`src/rtl/lfsr_dcmp_pkg.sv`:
```
package lfsr_dcmp_pkg;

    typedef enum logic [2:0] {
        ST_IDLE,
        ST_CLEAR,
        ST_LOAD,
        ST_SHIFT,
        ST_DONE
    } seq_state_e;

    typedef enum logic [1:0] {
        OP_HOLD,
        OP_CLEAR,
        OP_LOAD,
        OP_STEP
    } reg_op_e;

endpackage

```
`src/rtl/lfsr_dcmp_ctrl.sv`:
```
module lfsr_dcmp_ctrl
    import lfsr_dcmp_pkg::*;
#(
    parameter int S = 10,
    parameter int L = 40
) (
    input  logic    clk,
    input  logic    rst,
    input  logic    start,
    input  logic    seed_valid,
    output reg_op_e op,
    output logic    scan_en,
    output logic    done
);
    localparam int MAXN = (S > L) ? S : L;
    localparam int CW   = $clog2(MAXN + 1);
    localparam logic [CW-1:0] LAST_SEED  = CW'(S - 1);
    localparam logic [CW-1:0] LAST_SHIFT = CW'(L - 1);

    typedef struct packed {
        seq_state_e    st;
        logic [CW-1:0] cnt;
    } ctrl_t;

    ctrl_t c_d, c_q;

    always_comb begin
        c_d = c_q;
        op  = OP_HOLD;
        case (c_q.st)
            ST_IDLE: begin
                if (start) begin
                    c_d.st = ST_CLEAR;
                end
            end
            ST_CLEAR: begin
                op      = OP_CLEAR;
                c_d.cnt = '0;
                c_d.st  = ST_LOAD;
            end
            ST_LOAD: begin
                if (seed_valid) begin
                    op = OP_LOAD;
                    if (c_q.cnt == LAST_SEED) begin
                        c_d.cnt = '0;
                        c_d.st  = ST_SHIFT;
                    end else begin
                        c_d.cnt = c_q.cnt + 1'b1;
                    end
                end
            end
            ST_SHIFT: begin
                op = OP_STEP;
                if (c_q.cnt == LAST_SHIFT) begin
                    c_d.cnt = '0;
                    c_d.st  = ST_DONE;
                end else begin
                    c_d.cnt = c_q.cnt + 1'b1;
                end
            end
            ST_DONE: begin
                c_d.st = ST_IDLE;
            end
            default: begin
                c_d.st = ST_IDLE;
            end
        endcase
    end

    always_ff @(posedge clk) begin
        if (rst) begin
            c_q.st  <= ST_IDLE;
            c_q.cnt <= '0;
        end else begin
            c_q <= c_d;
        end
    end

    assign scan_en = (c_q.st == ST_SHIFT);
    assign done    = (c_q.st == ST_DONE);

endmodule

```
`src/rtl/lfsr_dcmp_core.sv`:
```
module lfsr_dcmp_core
    import lfsr_dcmp_pkg::*;
#(
    parameter int           K    = 16,
    parameter int           S    = 10,
    parameter logic [K-1:0] TAPS = K'(16'h002D)
) (
    input  logic         clk,
    input  logic         rst,
    input  reg_op_e      op,
    input  logic         seed_bit,
    output logic [K-1:0] stages
);
    logic [K-1:0] st_d, st_q;
    logic [K-1:0] load_nxt;
    logic [K-1:0] step_nxt;
    logic         fb;

    assign fb = ^(st_q & TAPS);

    for (genvar i = 0; i < K; i++) begin : g_stage
        if (i < S) begin : g_seeded
            if (i == S - 1) begin : g_entry
                assign load_nxt[i] = seed_bit;
            end else begin : g_pass
                assign load_nxt[i] = st_q[i+1];
            end
        end else begin : g_unseeded
            assign load_nxt[i] = st_q[i];
        end

        if (i == K - 1) begin : g_top
            assign step_nxt[i] = fb;
        end else begin : g_body
            assign step_nxt[i] = st_q[i+1];
        end
    end

    always_comb begin
        case (op)
            OP_CLEAR: st_d = '0;
            OP_LOAD:  st_d = load_nxt;
            OP_STEP:  st_d = step_nxt;
            default:  st_d = st_q;
        endcase
    end

    always_ff @(posedge clk) begin
        if (rst) begin
            st_q <= '0;
        end else begin
            st_q <= st_d;
        end
    end

    assign stages = st_q;

endmodule

```
`src/rtl/lfsr_reseed_dcmp.sv`:
```
module lfsr_reseed_dcmp
    import lfsr_dcmp_pkg::*;
#(
    parameter int           K    = 16,
    parameter int           S    = 10,
    parameter int           L    = 40,
    parameter logic [K-1:0] TAPS = K'(16'h002D)
) (
    input  logic clk,
    input  logic rst,
    input  logic start,
    input  logic seed_valid,
    input  logic seed_bit,
    output logic scan_out,
    output logic scan_en,
    output logic done
);
    reg_op_e      reg_op;
    logic [K-1:0] lfsr_st;

    lfsr_dcmp_ctrl #(
        .S (S),
        .L (L)
    ) u_ctrl (
        .clk        (clk),
        .rst        (rst),
        .start      (start),
        .seed_valid (seed_valid),
        .op         (reg_op),
        .scan_en    (scan_en),
        .done       (done)
    );

    lfsr_dcmp_core #(
        .K    (K),
        .S    (S),
        .TAPS (TAPS)
    ) u_core (
        .clk      (clk),
        .rst      (rst),
        .op       (reg_op),
        .seed_bit (seed_bit),
        .stages   (lfsr_st)
    );

    assign scan_out = lfsr_st[0];

endmodule

```
`config.mk`:
```
export PLATFORM = sky130hd
export DESIGN_NAME = lfsr_reseed_dcmp
export DESIGN_NICKNAME = d
export VERILOG_FILES = /design/src/rtl/lfsr_dcmp_pkg.sv /design/src/rtl/lfsr_dcmp_ctrl.sv /design/src/rtl/lfsr_dcmp_core.sv /design/src/rtl/lfsr_reseed_dcmp.sv
export SDC_FILE = /design/constraint.sdc
export NUM_CORES = 1
export LEC_CHECK = 0
export ABC_AREA = 1
export BUFFER_PORTS_ARGS = -buffer_cell sky130_fd_sc_hd__buf_2
export CORE_ASPECT_RATIO = 0.5
export CORE_MARGIN = 1.5
export CORE_UTILIZATION = 45
export DETAILED_ROUTE_END_ITERATION = 10
export GPL_TIMING_DRIVEN = 0
export HOLD_SLACK_MARGIN = 0.1
export SETUP_SLACK_MARGIN = 0.15
export SLEW_MARGIN = 20
export SYNTH_ARGS = -nofsm -noshare
export SYNTH_HDL_FRONTEND = slang
export SYNTH_SLANG_ARGS = --single-unit
```
`constraint.sdc`:
```
create_clock -name clk -period 1.2 [get_ports clk]
set_input_delay 0.06 -clock clk [delete_from_list [all_inputs] [get_ports clk]]
set_output_delay 0.06 -clock clk [all_outputs]
set_load 0.005 [all_outputs]
```
== Yosys cells after proc, flatten, opt, wreduce, memory -nomap -nowiden ==
Cells that the tools add are included.

* Bitwise gates (word level): 1
* Add/sub/neg operators: 1
* Equality and inequality tests: 13
* Multiplexer cells: 11
* Reduce and logical (&&, ||, !) cells: 8

{| class="wikitable"
|+ Operator list
! cell !! count
|-
| 16-bit case mux with 3 select lines || 1
|-
| 6-bit case mux with 3 select lines || 1
|-
| 16-bit parity || 1
|-
| 6-bit two-way mux || 2
|-
| 3-bit case mux with 4 select lines || 1
|-
| 3-bit two-way mux || 3
|-
| 9-bit two-way mux || 1
|-
| 6-bit by 1-bit adder with 6-bit output, second input constant || 1
|-
| 3-bit by 2-bit == test with 1-bit output, second input constant || 2
|-
| 6-bit by 4-bit == test with 1-bit output, second input constant || 1
|-
| 6-bit == test, second input constant || 1
|-
| 2-bit case mux with 3 select lines || 1
|-
| 3-bit nonzero test || 2
|-
| 2-bit == test, second input constant || 2
|-
| 2-bit by 1-bit != test with 1-bit output, second input constant || 2
|-
| 2-bit != test, second input constant || 2
|-
| 2-bit AND reduction || 2
|-
| 4-bit AND reduction || 1
|-
| 3-bit by 1-bit == test with 1-bit output, second input constant || 1
|-
| 3-bit == test, second input constant || 1
|-
| 3-bit zero test || 1
|-
| 2-bit by 1-bit == test with 1-bit output, second input constant || 1
|-
| 2-bit two-way mux || 1
|-
| 2-bit nonzero test || 1
|-
| 1-bit NOT || 1
|}

* Output and inout port bits: 3
* Logic and storage cells: 38
* Bits in registers: 25
* Bits of input ports: 5

== Longest topological paths before layout ==
* Depth after elaboration: 5
* Gate-level depth with buffers: 11
* Depth with buffers taken out: 11

== Hierarchy ==
A second synthesis with hierarchy kept.

* Cell total of the unflattened synthesis: 181
* Area, all modules: 1253.7 µm²

{| class="wikitable"
|+ By module, submodules not included
! module !! area each (µm²) !! cells each !! instances !! seq. area each (µm²)
|-
| lfsr_dcmp_core || 656.9 || 91 || 1 || 320.3
|-
| lfsr_dcmp_ctrl || 596.8 || 90 || 1 || 180.2
|}

== Least setup slack after synthesis ==
OpenSTA, ideal clock, no wires.

* Path type: register to register
* From: reg u_ctrl.c_q[0] in the netlist's numbering
* To: reg u_ctrl.c_q[5] in the netlist's numbering
* Buffers on the path: 0
* Clock period less this slack: 1.194 ns
* Arrival time: 1.076 ns
* Cell stages (with the launch flop): 9
* Library setup time: 0.117 ns
* Path slack: 0.006 ns
* Data required time: 1.083 ns
* Path through: dfxtp_1 -> ha_1 -> nand2_1 -> inv_1 -> nand3_1 -> nand2_2 -> nand2_4 -> o21ai_4 -> nor2_1

* Word-level cells in the longest chain between the ends: 4
* Elaborated cells between the ends (all ways): 7
* Classes of those cells: add/sub (1); eq/ne (2); mux (4)

{| class="wikitable"
|+ Ends and longest elaborated chain
! item !! line !! source
|-
| start: declaration || lfsr_dcmp_ctrl.sv:25 || <nowiki>ctrl_t c_d, c_q;</nowiki>
|-
| 6-bit by 1-bit adder with 6-bit output / 6-bit by 4-bit == test with 1-bit output (equally long branches) || lfsr_dcmp_ctrl.sv:48, lfsr_dcmp_ctrl.sv:58, lfsr_dcmp_ctrl.sv:44 ||
|-
| 6-bit two-way mux || lfsr_dcmp_ctrl.sv:44 || <nowiki>if (c_q.cnt == LAST_SEED) begin</nowiki>
|-
| 9-bit two-way mux || lfsr_dcmp_ctrl.sv:42 || <nowiki>if (seed_valid) begin</nowiki>
|-
| 6-bit case mux with 3 select lines (*) || lfsr_dcmp_ctrl.sv:30 || <nowiki>case (c_q.st)</nowiki>
|}

Mark *: on every way between the ends. The rest lies on a longest branch, timed or not. The select of a mux whose other input is x is not followed.
A chain may end at the register's enable or synchronous reset.

== Final worst setup path ==
* From: reg u_ctrl.c_q[1] in the netlist's numbering
* To: reg u_ctrl.c_q[7] in the netlist's numbering

* Word-level cells in the longest chain between the ends: 3
* Elaborated cells between the ends (all ways): 5
* Classes of those cells: eq/ne (4); reduce/logical (1)

{| class="wikitable"
|+ Ends and longest elaborated chain
! item !! line
|-
| 6-bit by 4-bit == test with 1-bit output / 6-bit == test (equally long branches) || lfsr_dcmp_ctrl.sv:44, lfsr_dcmp_ctrl.sv:54
|-
| 2-bit by 1-bit != test with 1-bit output (no line) || --
|-
| 4-bit AND reduction (no line) (*) || --
|}

Mark *: on every way between the ends. The rest lies on a longest branch, timed or not.

==> results.toml <==
[die]
die_height_um = 40.79
die_w_um = 78.57
core_um2 = 2651
rows = 13
ioPinCount = 8
initial_core_util_pct = 48.47
die-area_um2 = 3204

[synthesis]
yosys-top-cells-area = "dfxtp_1 39%, nand2_1 11%, a21oi_2 7.5%"
synth_edf_count = 0
syn_area_um2 = 1285
synth_top_family_by_area = "simple AND/OR/NAND/NOR gates"
synthCells = 163
yosys.area_share.simple_pct = 31.65
syn_avg_cell_area_um2 = 7.883
yosys-mux-area-fraction_pct = 0
synth_largest_area_cell = "dfxtp_1"
yosysTopAreaCellShare_pct = 38.95
synth_xor_area_share_pct = 2.045
synth-seq-area-share_pct = 38.95
synthArstFlopShare_pct = 0
yosysWarnings = 0
yosys_most_used_dff = "dfxtp_1"
synth-seq-cells = 25
yosys.area_share.adder_pct = 1.947
syn_nets = 170
ys_types = 31
synth-compound-area-share_pct = 15.09

[sta]
finalWorstSetupSlack_ns = -0.07223
max_slew_margin_pct = 52.67
tightest_slew_ns = 0.7099
finalHoldViolations = 0
fmax_mhz = 786.0
setup_viol = 11
slew_viol_final = 0
rsz0062_at_grt = "true"
period_needed_ns = 1.272
fin_crit_sh_pct = 106.0
skew_ns = 0.004982

[flow_run]
cap_violations = 0

[routing]
wirelength_um = 2960
drcViolationCount = 0
num_vias = 1089
drtAntennaViolNets = 0
route.detailed.wl_per_inst_um = 12.93
avgViaCountPerCell = 4.755
drt-pass1-iter-count = 4
drtIter0Drc = 42

[grt]
grtUsageTotal_pct = 18.70
grt_overflow = 0
grt_pass1_wl_um = 4305
grt_pass1_vias = 910
grt_max_degree = 16
antenna_found_initial = 0

[pwr]
p_total_mw = 3.361
p_leak_nw = 0.7810
powerDensity_nw_per_um2 = 1854
peakVddDrop_mv = 0.9104

[placement]
hpwlAfterDp_um = 1667
dpl-instance-area_um2 = 1388
gp_congestion = 0.8065
io_buffers = 7

[setup_path]
r2r-start = "u_ctrl.c_q[1]"
r2r-end = "u_ctrl.c_q[7]"
rrSetupSlack_ns = -0.07
required_ns = 1.38
max_stage_delay_ns = 0.38
slowest_stage = "dfxtp_4"
reg2reg_depth = 11
endpoint_kind = "register"
path_cells = "inv_4, ha_4, nand2_2, inv_2, nand3_2, nand2_4, nand2_4, inv_2, nand3b_1, nand2_1, inv_1"
critical_path_class = "reg -> reg"
start_kind = "register"
arrival_ns = 1.45
worstPathMaxFanout = 3

[clocking]
cts_tree = "built"
insertion_delay_ns = 0.28
clk_path_buf_depth = 2
holdBufCountCts = 0
numCtsBuffers = 3
root_buffer = "clkbuf_8"
cts_sinks = 25
cts_max_level = 1
clkSlewWorstSetupHoldPaths_ns = 0.10

[layout]
post_route_cells_drive_above_1_share_pct = 53.65
syn_to_final_growth_pct = 41.09
diodes = 0
utilization_pct = 68.38
fin_nets = 200
stdcell_area_um2 = 1813

[hold_path]
worstHoldStart = "rst"
hold_path_depth = 4
hp-class = "in -> reg"
min_to = "u_ctrl.c_q[3]"

[run_status]
status = "finished, violations left"
violations = "negative setup slack"
[cell type report]
| type | count | area, µm² |
|---|---|---|
| multi-input combinational | 114 | 855.8 |
| fill | 204 | 838.3 |
| sequential | 25 | 519.2 |
| timing repair buffer | 25 | 202.7 |
| inverter | 19 | 86.33 |
| buffer | 5 | 53.80 |
| tap | 37 | 46.29 |
| clock buffer | 3 | 41.29 |
| clock inverter | 1 | 7.507 |
[registers in the layout, summed over array words and instances (netlist names)]
name           count
u_core.stages     16
u_ctrl.c_q         9
[per-layer routing]
metal  global-route usage (%)  wire length [µm]  vias up
met1                    24.64              1520      495
met4                    8.036                42        0
li1                         -                 -      574
met3                    5.556                82        6
met2                    29.31              1314       14
met5                        0                 0        -
[per-stage QoR]
| step | instances | setup slack [ns] | hold WS [ns] | TNS [ns] |
|---|---|---|---|---|
| global placement | 207 | -0.04443 | 0.4049 | -0.5194 |
| global route | 229 | -0.1395 | 0.1250 | -1.072 |
| finish | 229 | -0.07223 | 0.1114 | -0.2843 |
| floorplan | 163 | 0.05580 | 0.2621 | 0 |
| CTS | 222 | -0.03327 | 0.1090 | -0.09410 |
| detailed placement | 207 | -0.05954 | 0.4099 | -0.6648 |
[cell usage after synthesis (2+ instances only)]
cell      instances
nand2_1          38
nand4_1           2
xor2_1            2
a21oi_1           9
ha_1              2
nor2_1           10
inv_2             6
nand3_1           6
o21ai_1           3
nand2_2          14
dfxtp_1          25
inv_1            12
nand2b_1          2
nor2_2            2
nor3_1            3
clkbuf_1          2
a21oi_2          11
[critical path: cells and delay by family (launching register included)]
kind          cells  cell delay [ns]
buf+inv           4             0.22
flops             1             0.38
simple gates      6             0.47
fa+ha+maj         1             0.12
[how the worst max path moves through the flow]
stage                   from             to  slack, ns  cells past startpoint
2_1_floorplan  u_ctrl.c_q[1]  u_ctrl.c_q[1]       0.06                      8
3_3_place_gp   u_ctrl.c_q[0]  u_ctrl.c_q[1]      -0.04                      8
3_5_place_dp   u_ctrl.c_q[1]  u_ctrl.c_q[1]      -0.06                      9
4_1_cts        u_ctrl.c_q[1]  u_ctrl.c_q[1]      -0.03                      9
5_1_grt        u_ctrl.c_q[1]  u_ctrl.c_q[6]      -0.14                      8
6_report       u_ctrl.c_q[1]  u_ctrl.c_q[7]      -0.07                     11
[cells by family after synthesis]
family / Yosys count
DFF: 25
adders and majority gates: 2
xor gates and xnor gates: 3
AOI/OAI and AO/OA: 27
buffers and inverters: 24
and+or+nand+nor: 82
[cells in the final DEF (no fill, tap or decap), drive strengths merged]
cell       n
nor2      13
ha         2
a21oi     20
xnor2      1
dfxtp     25
and2       1
nand4      2
nand3      6
nand2     54
nand2b     2
buf       27
o211ai     1
o21ai      6
inv       19
clkbuf     6
xor2       2
clkinvlp   1
nor3       3
nand3b     1
[report_power, final]
group	switching [mW]	leakage, nW	internal (mW)	total (mW)
registers	0.115	0.206	0.922	1.04
clock network	0.295	0.0217	0.236	0.531
logic	0.957	0.554	0.835	1.79
[repair_timing]
action | CTS | global route
gates cloned | 0 | 2
endpoints found under the setup margin | 20 | 27
pin swaps | 21 | 18
buffers inserted | 11 | 5
resized for setup | 44 | 15
endpoints found under the hold margin | 0 | 0
(Power assumes the default switching activity.)
